## config.mk

```make
export PLATFORM = sky130hd
export DESIGN_NAME = monitor_wait_unit
export DESIGN_NICKNAME = d
export VERILOG_FILES = /design/src/rtl/awu_pkg.sv /design/src/rtl/awu_line_watch.sv /design/src/rtl/awu_countdown.sv /design/src/rtl/awu_wake_arb.sv /design/src/rtl/monitor_wait_unit.sv
export SDC_FILE = /design/constraint.sdc
export NUM_CORES = 1
export LEC_CHECK = 0
export BUFFER_PORTS_ARGS = -buffer_cell sky130_fd_sc_hd__buf_2
export CORE_MARGIN = 4
export CORE_UTILIZATION = 48
export DETAILED_ROUTE_END_ITERATION = 10
export GPL_TIMING_DRIVEN = 1
export PLACE_DENSITY = 0.86
export SETUP_SLACK_MARGIN = 0.4
export SYNTH_ARGS = -nofsm -noshare
export SYNTH_HDL_FRONTEND = slang
export SYNTH_HIERARCHICAL = 1
export SYNTH_SLANG_ARGS = --single-unit
export TNS_END_PERCENT = 1
```

## constraint.sdc

```tcl
create_clock -name clk -period 5.45 [get_ports clk]
set_input_delay 1.09 -clock clk [delete_from_list [all_inputs] [get_ports clk]]
set_output_delay 1.09 -clock clk [all_outputs]
set_load 0.03 [all_outputs]
```

## src/rtl/awu_pkg.sv

```systemverilog
package awu_pkg;
  localparam int EXT_W = 32;
  localparam logic [3:0] CST_NO_DEEP = 4'hF;

  typedef enum logic [1:0] {
    CAUSE_STORE  = 2'd0,
    CAUSE_TIMER  = 2'd1,
    CAUSE_IRQ    = 2'd2,
    CAUSE_NOWAIT = 2'd3
  } wake_cause_e;

  function automatic logic mon_ext_bad(input logic [EXT_W-1:0] ext);
    return |ext;
  endfunction

  function automatic logic wait_ext_bad(input logic [EXT_W-1:0] ext, input logic timed);
    return (|ext[EXT_W-1:2]) || (!timed && ext[1]);
  endfunction

  function automatic wake_cause_e wake_pick(input logic hit, input logic irq);
    if (hit)      return CAUSE_STORE;
    else if (irq) return CAUSE_IRQ;
    else          return CAUSE_TIMER;
  endfunction
endpackage

```

## src/rtl/awu_line_watch.sv

```systemverilog
module awu_line_watch #(
  parameter int ADDR_W    = 48,
  parameter int LINE_BITS = 6
) (
  input  logic              clk,
  input  logic              rst_n,
  input  logic              arm_set,
  input  logic [ADDR_W-1:0] arm_addr,
  input  logic              disarm,
  input  logic              snoop_valid,
  input  logic [ADDR_W-1:0] snoop_addr,
  output logic              armed,
  output logic              dirty,
  output logic              hit
);
  logic [ADDR_W-1:0] line_q;
  logic [ADDR_W-1:0] snoop_line;

  assign snoop_line = snoop_addr >> LINE_BITS;
  assign hit        = snoop_valid && armed && (snoop_line == line_q);

  always_ff @(posedge clk or negedge rst_n) begin
    if (!rst_n) begin
      armed  <= 1'b0;
      dirty  <= 1'b0;
      line_q <= '0;
    end else if (arm_set) begin
      armed  <= 1'b1;
      dirty  <= 1'b0;
      line_q <= arm_addr >> LINE_BITS;
    end else if (disarm) begin
      armed <= 1'b0;
      dirty <= 1'b0;
    end else if (hit) begin
      dirty <= 1'b1;
    end
  end

  // a write record exists only for an armed line
  p_dirty_armed_r3: assert property (@(posedge clk) disable iff (!rst_n)
    dirty |-> armed);
  // arming starts with a clean record
  p_arm_clean_r1: assert property (@(posedge clk) disable iff (!rst_n)
    arm_set |=> armed && !dirty);
endmodule

```

## src/rtl/awu_countdown.sv

```systemverilog
module awu_countdown #(
  parameter int CNT_W = 32
) (
  input  logic             clk,
  input  logic             rst_n,
  input  logic             load,
  input  logic             load_en,
  input  logic [CNT_W-1:0] load_val,
  input  logic             stop,
  output logic             expired
);
  logic             en_q;
  logic [CNT_W-1:0] cnt_q;

  assign expired = en_q && (cnt_q == '0);

  always_ff @(posedge clk or negedge rst_n) begin
    if (!rst_n) begin
      en_q  <= 1'b0;
      cnt_q <= '0;
    end else if (load) begin
      en_q  <= load_en;
      cnt_q <= load_val;
    end else if (stop) begin
      en_q <= 1'b0;
    end else if (en_q && cnt_q != '0) begin
      cnt_q <= cnt_q - 1'b1;
    end
  end

  // one step down per cycle while running
  p_tick_r5: assert property (@(posedge clk) disable iff (!rst_n)
    en_q && (cnt_q != '0) && !load && !stop |=> cnt_q == $past(cnt_q) - 1'b1);
  // once expired, stays expired until reloaded or stopped
  p_expire_hold_r5: assert property (@(posedge clk) disable iff (!rst_n)
    expired && !load && !stop |=> expired);
endmodule

```

## src/rtl/awu_wake_arb.sv

```systemverilog
module awu_wake_arb
  import awu_pkg::*;
(
  input  logic        store_hit,
  input  logic        irq_ok,
  input  logic        tmo,
  output logic        any,
  output wake_cause_e cause
);
  assign any   = store_hit || irq_ok || tmo;
  assign cause = wake_pick(store_hit, irq_ok);
endmodule

```

## src/rtl/monitor_wait_unit.sv

```systemverilog
module monitor_wait_unit
  import awu_pkg::*;
#(
  parameter int ADDR_W    = 48,
  parameter int LINE_BITS = 6,
  parameter int CNT_W     = 32
) (
  input  logic              clk,
  input  logic              rst_n,
  input  logic              mon_valid,
  input  logic [ADDR_W-1:0] mon_addr,
  input  logic [EXT_W-1:0]  mon_ext,
  input  logic              wait_valid,
  input  logic              wait_timed,
  input  logic [7:0]        wait_hint,
  input  logic [EXT_W-1:0]  wait_ext,
  input  logic [CNT_W-1:0]  wait_limit,
  input  logic              snoop_valid,
  input  logic [ADDR_W-1:0] snoop_addr,
  input  logic              irq_pending,
  input  logic              irq_enabled,
  output logic              waiting,
  output logic              wake_pulse,
  output logic [1:0]        wake_cause,
  output logic              fault,
  output logic [3:0]        cstate,
  output logic [3:0]        substate,
  output logic              deep_disabled
);
  // named internal events
  logic        armed, dirty, store_hit;
  logic        timer_expired, irq_ok, wake_any, wake_now;
  logic        wait_go, wait_bad, wait_imm, wait_enter;
  logic        mon_go, mon_bad, arm_set, disarm;
  logic        brk_q;
  wake_cause_e arb_cause;

  assign wait_go    = wait_valid && !waiting;
  assign wait_bad   = wait_go && wait_ext_bad(wait_ext, wait_timed);
  assign wait_imm   = wait_go && !wait_bad && (!armed || dirty || store_hit);
  assign wait_enter = wait_go && !wait_bad && !wait_imm;
  assign mon_go     = mon_valid && !waiting && !wait_valid;
  assign mon_bad    = mon_go && mon_ext_bad(mon_ext);
  assign arm_set    = mon_go && !mon_bad;
  assign irq_ok     = irq_pending && (irq_enabled || brk_q);
  assign wake_now   = waiting && wake_any;
  assign disarm     = wake_now || wait_imm;

  awu_line_watch #(.ADDR_W(ADDR_W), .LINE_BITS(LINE_BITS)) u_watch (
    .clk(clk), .rst_n(rst_n), .arm_set(arm_set), .arm_addr(mon_addr),
    .disarm(disarm), .snoop_valid(snoop_valid), .snoop_addr(snoop_addr),
    .armed(armed), .dirty(dirty), .hit(store_hit)
  );

  awu_countdown #(.CNT_W(CNT_W)) u_timer (
    .clk(clk), .rst_n(rst_n), .load(wait_enter),
    .load_en(wait_timed && wait_ext[1]), .load_val(wait_limit),
    .stop(wake_now), .expired(timer_expired)
  );

  awu_wake_arb u_arb (
    .store_hit(store_hit), .irq_ok(irq_ok), .tmo(timer_expired),
    .any(wake_any), .cause(arb_cause)
  );

  always_ff @(posedge clk or negedge rst_n) begin
    if (!rst_n) begin
      waiting    <= 1'b0;
      wake_pulse <= 1'b0;
      wake_cause <= 2'd0;
      fault      <= 1'b0;
      cstate     <= 4'd0;
      substate   <= 4'd0;
      brk_q      <= 1'b0;
    end else begin
      wake_pulse <= 1'b0;
      fault      <= wait_bad || mon_bad;
      if (wake_now) begin
        waiting    <= 1'b0;
        wake_pulse <= 1'b1;
        wake_cause <= arb_cause;
        cstate     <= 4'd0;
        substate   <= 4'd0;
      end else if (wait_imm) begin
        wake_pulse <= 1'b1;
        wake_cause <= CAUSE_NOWAIT;
      end else if (wait_enter) begin
        waiting  <= 1'b1;
        brk_q    <= wait_ext[0];
        cstate   <= wait_hint[7:4];
        substate <= wait_hint[3:0];
      end
    end
  end

  assign deep_disabled = waiting && (cstate == CST_NO_DEEP);

  p_no_wait_and_wake_r8: assert property (@(posedge clk) disable iff (!rst_n)
    !(waiting && wake_pulse));
  p_disarm_r8: assert property (@(posedge clk) disable iff (!rst_n)
    wake_pulse |-> !armed);
  p_store_first_r7: assert property (@(posedge clk) disable iff (!rst_n)
    waiting && store_hit |=> wake_pulse && wake_cause == 2'd0);
  p_irq_over_timer_r7: assert property (@(posedge clk) disable iff (!rst_n)
    waiting && !store_hit && irq_ok && timer_expired |=> wake_pulse && wake_cause == 2'd2);
  p_wait_fault_r2: assert property (@(posedge clk) disable iff (!rst_n)
    wait_valid && !waiting && ((|wait_ext[EXT_W-1:2]) || (!wait_timed && wait_ext[1]))
    |=> fault && !waiting && !wake_pulse);
  p_mon_fault_r1: assert property (@(posedge clk) disable iff (!rst_n)
    mon_valid && !waiting && !wait_valid && (mon_ext != '0) |=> fault && (armed == $past(armed)));
  p_ignore_r10: assert property (@(posedge clk) disable iff (!rst_n)
    waiting && !wake_any |=> waiting);
  p_cst_hold_r9: assert property (@(posedge clk) disable iff (!rst_n)
    waiting |=> !waiting || $stable(cstate));
  p_idle_cst_r9: assert property (@(posedge clk) disable iff (!rst_n)
    !waiting |-> cstate == 4'd0 && substate == 4'd0 && !deep_disabled);
endmodule

```

; Yosys cells after proc, flatten, opt, wreduce, memory -nomap -nowiden
; Cells that the tools add are included.
[totals]
output_inout_bits = 14
ff_bits = 91
[op_classes]
mux = 25
n_reduce_logical = 45
bitwise_logic = 2
add_sub_neg = 1
n_eq_ne = 4
[op_table]
columns = cell, n
row1 = $mux 32, 3
row2 = $eq 42x42->1, 1
row3 = $logic_not 32->1, 1
row4 = $reduce_bool 32->1, 1
row5 = $reduce_or 32->1, 1
row6 = $sub 32x1->32 const B, 1
row7 = $reduce_or 30->1, 1
row8 = $mux 4, 6
row9 = $logic_and 1x1->1, 18
row10 = $mux 1, 12
row11 = $logic_or 1x1->1, 8
row12 = $mux 2, 4
row13 = $reduce_bool 2->1, 4
row14 = $logic_not 1->1, 7
row15 = $eq 4x4->1 const B, 1
row16 = $reduce_and 2->1, 2
row17 = $reduce_and 3->1, 1
row18 = $reduce_bool 3->1, 1
row19 = $ne 2x1->1 const B, 1
row20 = $ne 2x2->1 const B, 1
row21 = $not 1->1, 2

; Longest topological paths before layout
; Gate-level depths: netlist of run 1.
[logic_depth]
ltp_word = 12
depth_mapped = 19

; Modules after synthesis
; The synthesis of run 1 kept the hierarchy.
[modules_own_cells]
columns = mod, cells_per_inst, instances, area_per_inst_um2, seq_area_each_um2
row1 = awu_line_watch, 152, 1, 2087.0, 1101.1
row2 = awu_countdown, 239, 1, 2082.0, 825.8
row3 = monitor_wait_unit, 89, 1, 819.5, 350.3
row4 = awu_wake_arb, 3, 1, 16.3, 0.0

; Worst setup path before layout of run 1
; Ideal clock, no wire load.
[synth_timing]
kind = register -> register
start = register u_timer.cnt_q[0]
end = register u_timer.cnt_q[29]
arrival_time_ps = 4048
setup_slack_ps = 1320
period_less_slack_ps = 4130
setup_time_ps = 82
path_stages_with_launch = 19
required_time_ps = 5368
cell_sequence = dfrtp_1 inv_1 ha_1 or4b_2 clkbuf_1 or4_1 clkbuf_1 nor3_2 buf_2 and2_1 or3_1 nand2_1 inv_1 nand2b_1 clkbuf_1 or4_1 or4_4 or4_1 a31oi_1
[synth_between]
elab_chain_cells = 6
word_cells_on_any_way = 13
classes_between = add/sub (1) / eq/ne (1) / mux (3) / reduce/logical (8)
[synth_rtl]
columns = item, line_no
row1 = from (decl), awu_countdown.sv:13  ; logic [CNT_W-1:0] cnt_q;
row2 = from (signal assigned), awu_countdown.sv:23  ; cnt_q <= load_val;
row3 = from (signal assigned), awu_countdown.sv:27  ; cnt_q <= cnt_q - 1'b1;
row4 = $logic_not 32->1, awu_countdown.sv:15  ; assign expired = en_q && (cnt_q == '0);
row5 = $logic_and 1x1->1, awu_countdown.sv:15
row6 = via timer_expired, monitor_wait_unit.sv:32  ; logic timer_expired, irq_ok, wake_any, wake_now;
row7 = $logic_or 1x1->1, awu_wake_arb.sv:10  ; assign any = store_hit || irq_ok || tmo;
row8 = via wake_any, monitor_wait_unit.sv:32
row9 = $logic_and 1x1->1, monitor_wait_unit.sv:46  ; assign wake_now = waiting && wake_any;
row10 = via wake_now, monitor_wait_unit.sv:32
row11 = $ne 2x1->1 (no source line), --
row12 = $reduce_and 2->1 (no source line), --
; The timed path passes the listed nets, and every way through them passes these cells. The select of a mux whose other input is x is not followed.
; A chain may end at the register's enable or synchronous reset.

; Worst setup path in the final report of run 1
[layout_timing]
start = register u_timer.cnt_q[0]
end = register u_timer.cnt_q[27]
; The elaborated chain is that of the path after synthesis.

==> impl_summary.md, run 1 <==
Drt
Dividing the detail-routed wire length by the instance count gives 17.4 um. Before antenna repair, the detailed router went through 5 iterations. Summed over all layers, the routed wires come to around 14,000 um. After detailed routing, the number of vias per cell comes to 5.59. The iteration-0 DRC count of the detailed router is 266. The count of vias placed by the detailed router is between 4k and 5k. The antenna violation net count after detailed routing is 0.

For this run, design rule violations remaining after detail routing come to 0.

Critical path
Data arrives at the worst endpoint at approximately 4.8 ns. In this run the worst path has a maximum fanout of 17. The signal on the critical path passes through inv_1 -> ha_1 -> or4b_2 -> or4_1 -> nor3_2 -> buf_4 -> and2_1 -> or3_1 -> nand2_1 -> inv_1 -> nand2b_1 -> or4_1 -> or4_4 -> or4_1 -> a31oi_1. The endpoint type of the worst setup path is a flop. The cell repeated most along the worst path is sky130_fd_sc_hd__or4_1. The startpoint type of the worst setup path is a flop. In this design, the stage delay of the slowest critical-path cell is about 0.55 ns. The setup path with the least slack is of type reg2reg.

The largest individual stage delay along the critical path comes from the cell sky130_fd_sc_hd__or4_1. The required time reported for the critical path endpoint is about 5.7 ns. Together, buffers and inverters on the worst path number 3. The category of cells accounting for the largest share of critical-path delay is simple AND/OR/NAND/NOR gates.

Synthesis
The cell area after technology mapping is between 0.005 and 0.006 mm^2. Summing the areas of all compound-gate instances in the mapped netlist gives a little under a tenth of the synthesized area. After synthesis, flip-flops and latches occupy roughly 46% of the total area.

The average cell area after synthesis is about 10 um^2. After synthesis, the largest family of logic cells by area is simple AND/OR/NAND/NOR gates. The number of unique standard cell types used by synthesis is 50. The share of synthesized cell area in full adder, half adder and majority cells is less than 1%. The post-synthesis async set-or-reset flop share is 100%. For this run, the number of Yosys warnings is 6. The synthesized instance count is ~480. The synthesized-area fraction occupied by xor and xnor cells is 8.75%. The synthesized netlist devotes about a fifth of its cell area to simple gates. When the netlist entered floorplanning its net count stood at ~700. The most frequently used flop master after synthesis is sky130_fd_sc_hd__dfrtp_1. The number of synthesized register bits is 91.

The number of synthesized flops with an enable pin is 0. The multiplexer share of the synthesized area is between 10% and 20%.

Clock network
The total of cells resized after clock tree synthesis is 0. The number of sinks handled by clock tree synthesis is 91. The CTS root buffer is sky130_fd_sc_hd__clkbuf_8. Buffers inserted during clock tree synthesis total 9. Clock latency on the worst-skew pair, taken at its later pin, is 0.36 ns. The number of setup buffers added after CTS is 0.

The buffer depth of the longest clock path is 2. The level count of the clock H-tree is 3. The register clock-pin slew on the reported worst setup and hold paths is 0.10 ns. The number of hold buffers added after CTS is 0.

TritonCTS built the clock tree.

Power and ir drop
The cell area power density is roughly 200 mW/mm^2. The static leakage is between 3 and 4 nW. The worst vdd rail ir drop is between 100 and 150 uV. The power consumption is between 1 and 1.5 mW.

Floorplanning
During I/O placement, the number of pins put on the boundary was about 220. The chip width is about 110 um. After floorplanning, the core was sized to cover slightly above 0.01 mm^2. The initial utilization of the core area, before any placement, comes to slightly below 50%.

The height of the die is ~110 um. The die covers 0.0121 mm^2. The number of core rows is 37.

Timing
The max-slew violation count came to 0. In the final timing run, aggregate negative setup slack is 0 ns. The minimum clock period after layout is between 4 and 5 ns. Based on the critical path, the design can be clocked at up to 220 MHz. The count of endpoints failing hold in the final timing report was 0. Setup repair after global routing left no endpoint under its margin. Setup violations remaining at the end of the flow were counted as 0. The actual transition at the worst max-transition pin is 1.14 ns. After layout, the worst path uses between 80 and 90% of the clock period. Headroom to the max-slew limit came out at between 20% and 30%. The maximum clock skew at final layout is about 0.012 ns.

The worst-case hold slack is between 0.5 and 0.6 ns.

Place
The congestion estimate from routability-driven global placement came to 0.850. The half-perimeter wire length after detailed placement is around 11,000 um. The number of I/O port buffers is around 210.

Cells and area
Cells with a size suffix above 1 make up 42.5% of the layout. In the final design database the tool counted roughly 900 nets. The area growth from synthesis to final layout is 27.4%.

Counting the fill cells in the layout gives 902. 0 antenna diodes ended up in the layout.

GRT
Entering global routing, the biggest net connects between 80 and 90 pins. The total congestion overflow after global routing is 0. The global-route total usage across every layer is 23.1%. The wire length of the first global-routing pass is 21,900 um. The initial antenna violation count is 0. The via count of the first global-routing pass came to 4,756.

Run
The number of max-cap violations is 0.

Run status
The run finished with clean final reports.

Hold path
The path class of the tightest hold or removal check is in2async.
==> final timing paths <==
path | startpoint | to | slack [ns] | depth (start not counted)
worst max register to register | u_timer/cnt_q[0] | u_timer/cnt_q[27] | 0.90 | 15
min in group clk | u_watch/dirty | u_watch/dirty | 0.50 | 1
worst min-delay path | rst_n | u_watch/line_q[21] | 0.50 | 1
max in group asynchronous | rst_n | substate[2] | 3.63 | 2
worst min register to register | u_watch/dirty | u_watch/dirty | 0.50 | 1
worst max-delay path | u_timer/cnt_q[0] | u_timer/cnt_q[27] | 0.90 | 15
==> power by group <==
part | total, mW | internal, mW | switching [mW]
Sequential | 0.679 | 0.677 | 0.00120
Clock | 0.440 | 0.192 | 0.248
Combinational | 0.120 | 0.0643 | 0.0560
Total | 1.24 | 0.933 | 0.305
==> flip-flops by register name, indices dropped and copies added (netlist names) <==
register	flops
u_watch/line_q	42
wake_cause	2
u_watch/dirty	1
cstate	4
brk_q	1
u_timer/en_q	1
wake_pulse	1
substate	4
fault	1
u_watch/armed	1
u_timer/cnt_q	32
waiting	1
==> area by class of cell <==
class / count / area (um^2) / area share, %
sequential: 91 / 2280 / 35.7
timing repair buffer: 217 / 1110 / 17.4
tap: 136 / 170 / 2.67
clock buffer: 11 / 151 / 2.37
clock inverter: 5 / 37.5 / 0.589
multi-input combinational: 351 / 2560 / 40.1
inverter: 19 / 71.3 / 1.12
==> metrics by stage <==
stage	setup slack [ns]	cells	cell area (um^2)	utilization [%]
final	0.899	830	6370	62.3
after global routing	0.670	830	6370	62.3
after CTS	0.921	830	6370	62.3
after detailed placement	0.848	814	6190	60.5
after global placement	1.01	814	6190	60.5
after floorplan	1.32	483	5000	-
==> cell usage after synthesis (2+ instances only) <==
library cell,n,area [um^2]
sky130_fd_sc_hd__mux2i_1,9,90.1
sky130_fd_sc_hd__o21ai_0,15,75.1
sky130_fd_sc_hd__a311o_1,2,20.0
sky130_fd_sc_hd__nand3_1,12,60.1
sky130_fd_sc_hd__and3_1,2,12.5
sky130_fd_sc_hd__or3_1,14,87.6
sky130_fd_sc_hd__a21oi_1,2,10.0
sky130_fd_sc_hd__and2_1,2,12.5
sky130_fd_sc_hd__dfrtp_1,91,2280
sky130_fd_sc_hd__or4b_2,3,30.0
sky130_fd_sc_hd__a31o_2,2,17.5
sky130_fd_sc_hd__buf_6,2,22.5
sky130_fd_sc_hd__xor2_1,34,298
sky130_fd_sc_hd__or4_1,21,158
sky130_fd_sc_hd__nand2_1,32,120
sky130_fd_sc_hd__buf_2,5,25.0
sky130_fd_sc_hd__o31ai_1,5,37.5
sky130_fd_sc_hd__nor2b_1,2,12.5
sky130_fd_sc_hd__nor3_1,6,30.0
sky130_fd_sc_hd__nor2_1,29,109
sky130_fd_sc_hd__or4_4,5,56.3
sky130_fd_sc_hd__mux2_2,45,507
sky130_fd_sc_hd__o31a_1,2,17.5
sky130_fd_sc_hd__o41ai_1,3,26.3
sky130_fd_sc_hd__inv_1,18,67.6
sky130_fd_sc_hd__o21a_1,2,15.0
sky130_fd_sc_hd__nand2b_1,4,25.0
sky130_fd_sc_hd__xnor2_1,16,140
sky130_fd_sc_hd__clkbuf_1,15,56.3
sky130_fd_sc_hd__nor4_1,32,200
sky130_fd_sc_hd__nand4_1,12,75.1
sky130_fd_sc_hd__o211ai_1,4,30.0
sky130_fd_sc_hd__a31oi_1,18,113
==> cells in the final DEF (no fill, tap or decap), drive strengths merged, types with 3 or more instances in the layout <==
cell type,netlist,layout
a31oi,18,18
buf,7,217
clkbuf,15,11
clkinv,0,3
dfrtp,91,91
inv,19,19
mux2,45,45
mux2i,9,9
nand2,32,32
nand2b,4,4
nand3,12,12
nand4,13,13
nor2,29,29
nor3,7,7
nor4,33,33
o211ai,4,4
o21ai,15,15
o31ai,5,5
o41ai,3,3
or3,14,14
or4,26,26
or4b,3,3
xnor2,16,16
xor2,34,34
==> cell families after synthesis <==
kind of cell	count (synthesis)
XOR/XNOR	50
multiplexers	54
AND/OR/NAND/NOR	182
flip-flops	91
buffers and inverters	41
adder cells (fa/ha/maj)	1
AO/OA/AOI/OAI	64
==> metal layers <==
metal	global-route usage, %	wire (um)	up-vias
met5	0	0	-
met4	10.5	463	0
met3	3.61	1120	31
met2	41.8	7530	208
met1	26.8	5330	2200
li1	-	-	2199
Power figures use the tool's default switching activity.
==> run 2, diff against run 1 <==
--- a/config.mk
+++ b/config.mk
@@ -7,10 +7,10 @@
 export LEC_CHECK = 0
 export BUFFER_PORTS_ARGS = -buffer_cell sky130_fd_sc_hd__buf_2
 export CORE_MARGIN = 4
-export CORE_UTILIZATION = 48
+export CORE_UTILIZATION = 43
 export DETAILED_ROUTE_END_ITERATION = 10
 export GPL_TIMING_DRIVEN = 1
-export PLACE_DENSITY = 0.86
+export PLACE_DENSITY = 0.82
 export SETUP_SLACK_MARGIN = 0.4
 export SYNTH_ARGS = -nofsm -noshare
 export SYNTH_HDL_FRONTEND = slang
==> constraint.sdc (replaced) <==
create_clock -name clk -period 4.1 [get_ports clk]
set_input_delay 0.82 -clock clk [delete_from_list [all_inputs] [get_ports clk]]
set_output_delay 0.82 -clock clk [all_outputs]
set_load 0.03 [all_outputs]
==> impl_summary.md, run 2 (same netlist as run 1, synthesis figures left out) <==
GRT
The largest net degree at the start of global routing is 77 (-13%). The global-route total usage across every layer is 20.8% (-2.3 points). The wire length of the first global-routing pass is 21,900 um (+0.22%). The via count of the first global-routing pass is 4,690 (-1.4%). The initial antenna violation count was 0 (unchanged). The total congestion overflow after global routing is 0 (unchanged).

Critical path
The delay of the slowest cell on the worst path came to 0.62 ns (+0.07 ns). The endpoint type of the worst setup path is a flop. The maximum fanout encountered on the critical timing path is 9 (-8). The cell with the biggest individual delay on the critical path is sky130_fd_sc_hd__or4b_2.

The worst setup path is of the reg2reg kind. The worst setup path startpoint is u_timer/cnt_q[0]. Traced cell by cell, the critical path runs through inv_1 -> ha_1 -> or4b_2 -> or4_4 -> nor3_4 -> and2_1 -> or3_1 -> nand2_1 -> inv_1 -> nand2b_4 -> buf_4 -> or3_1 -> a31oi_1 -> a311o_1 -> nand3_1.

STA classifies the critical path startpoint as a flop. The worst register-to-register path begins at u_timer/cnt_q[0]. The number of buffers and inverters on the critical path is 3 (unchanged). The endpoint arrival time on the critical path is 3.84 ns (-0.99 ns). The required time reported for the critical path endpoint is 4.38 ns (-1.35 ns). The cell family contributing the most delay on the critical path is simple AND/OR/NAND/NOR gates.

Drt
The antenna violation net count after detailed routing is 0 (unchanged). The iteration-0 DRC count of the detailed router was 256 (-3.8%). The total detailed-routing wirelength came to 14,600 um (+0.89%).

The wire length per cell is 17.2 um (-1.1%). The first-pass detailed-route iteration total was 5 (unchanged). The number of vias per cell after detailed routing was 5.57 (-0.30%).

The count of unresolved DRC violations after routing came to 0 (unchanged). The count of vias placed by the detailed router is 4,719 (+1.7%).

Cells and area
The final instance area is 0.00658 mm^2 (+3.2%). The largest registers in the layout are u_watch/line_q: 42 flops, u_timer/cnt_q: 32 flops. The most common library cell in the layout ignoring fill and taps is sky130_fd_sc_hd__buf_2. From synthesis to final layout, the design area changed by 31.4%. The layout net count is 909 (+1.2%). The fraction of layout cells with a size suffix above 1 is 43.5% (+0.96 points).

The number of diodes added for antenna fixing was 0 (unchanged). u_watch/line_q holds more flip-flops than any other register. The flip-flop count of the largest register after layout is 42 (unchanged). In the layout the commonest cells are sky130_fd_sc_hd__buf_2, sky130_fd_sc_hd__dfrtp_1, sky130_fd_sc_hd__mux2_2.

Place
The number of I/O port buffers is 209 (unchanged). The half-perimeter wire length after detailed placement is 11,400 um (+2.9%). The final estimated routing congestion in global placement was 0.884 (+4.0%). The placed standard-cell area is 0.00627 mm^2 (+1.4%).

Clock network
The buffer depth of the longest clock path was 2 (unchanged). The number of hold buffers added after CTS is 0 (unchanged). The register clock-pin slew on the reported worst setup and hold paths was 0.06 ns (-0.04 ns). The CTS root buffer is sky130_fd_sc_hd__clkbuf_16. The number of sinks handled by clock tree synthesis is 91 (unchanged). The clock latency at the later pin of the worst-skew pair came to 0.34 ns (-0.02 ns).

The level count of the clock H-tree is 3 (unchanged). The number of buffers created by CTS was 9 (unchanged). The clock tree from TritonCTS is yes.

Timing
Setup repair after global routing left no endpoint under its margin. The accumulated negative setup slack is 0 ns (unchanged). The minimum clock period after layout was 3.56 ns (-0.991 ns). The maximum clock skew at final layout came to 0.00730 ns (-0.00498 ns). The worst-case hold slack was 0.489 ns (-0.0119 ns). The count of endpoints failing hold in the final timing report came to 0 (unchanged). The top achievable clock speed is 281 MHz (+28%). The max-slew violation count came to 0 (unchanged). The final clock period utilization by the worst path is 86.8% (+3.3 points). The relative max-transition margin was 32.8% (+8.8 points). The total setup violations reported at the end of the flow is 0 (unchanged). The actual transition at the worst max-transition pin is 0.998 ns (-0.141 ns).

Floorplanning
The area of the placeable core is 0.0114 mm^2 (+12%). The height of the die came to 116 um (+5.2%). The number of placed I/O pins is 222 (unchanged). The die area is 0.0134 mm^2 (+11%). The chip width is 116 um (+5.2%).

The effective utilization at floorplan is 43.8% (-5.1 points). The number of core rows was 39 (+5.4%).

Power and ir drop
The cell area power density is 276 mW/mm^2 (+42%). The static leakage is 3.42 nW (+2.8%). The worst vdd rail ir drop came to 176 uV (+61%).

The power consumption is 1.82 mW (+47%).

Hold path
The startpoint identified for the worst hold timing path is u_watch/dirty. The class of the tightest hold or removal check is reg2reg.

Run status
The flow ran to the end, and the final reports show no timing, DRC or antenna violations.

Run
The number of max-cap violations came to 0 (unchanged).
==> run 2: changes by cell type in the layout (fill, tap and decap cells not counted), sizes merged <==
cell | before | now
clkinv | 3 | 1
buf | 217 | 228
clkinvlp | 2 | 1
clkbuf | 11 | 13
==> run 2: layer usage <==
layer	GRT usage (%)	part of all wire (%)	vias up
li1	-	-	2228
met2	36.7	52	189
met1	25.0	38	2272
met5	0	0	-
met4	9.74	3.1	0
met3	3.13	6.7	30
==> run 2: final timing paths <==
check                                     end  slack (ns)  cells past startpoint
max                         u_timer/cnt_q[14]        0.54                     15
min                             u_watch/dirty        0.49                      1
max reg2reg                 u_timer/cnt_q[14]        0.54                     15
min reg2reg                     u_watch/dirty        0.49                      1
max in group asynchronous    u_timer/cnt_q[0]        2.65                      2
min in group asynchronous  u_watch/line_q[36]        0.65                      1
==> run 2: repair_timing <==
action,CTS,global route
gates resized for setup,0,5
endpoints found under the setup margin,0,13
endpoints found under the hold margin,0,0
setup buffers,0,2
==> run 2: area by class of cell <==
type	instances	area [um^2]
clock inverter	2	12.5
tap	143	179
timing repair buffer	228	1190
sequential	91	2280
multi-input combinational	351	2590
clock buffer	13	250
inverter	19	71.3
fill	976	4840
==> run 2: metrics by stage <==
stage / cells / worst slack [ns] / util, %
6_report: 847 / 0.540 / 57.6
4_1_cts: 845 / 0.416 / 57.2
3_3_place_gp: 830 / 0.275 / 54.9
2_1_floorplan: 483 / 0.264 / -
3_5_place_dp: 830 / 0.176 / 54.9
5_1_grt: 847 / 0.364 / 57.6
==> run 2: where the power goes <==
part	internal, mW	total, mW	switching [mW]
Clock	0.424	0.752	0.328
Combinational	0.0855	0.160	0.0745
Sequential	0.902	0.904	0.00263
Total	1.41	1.82	0.406
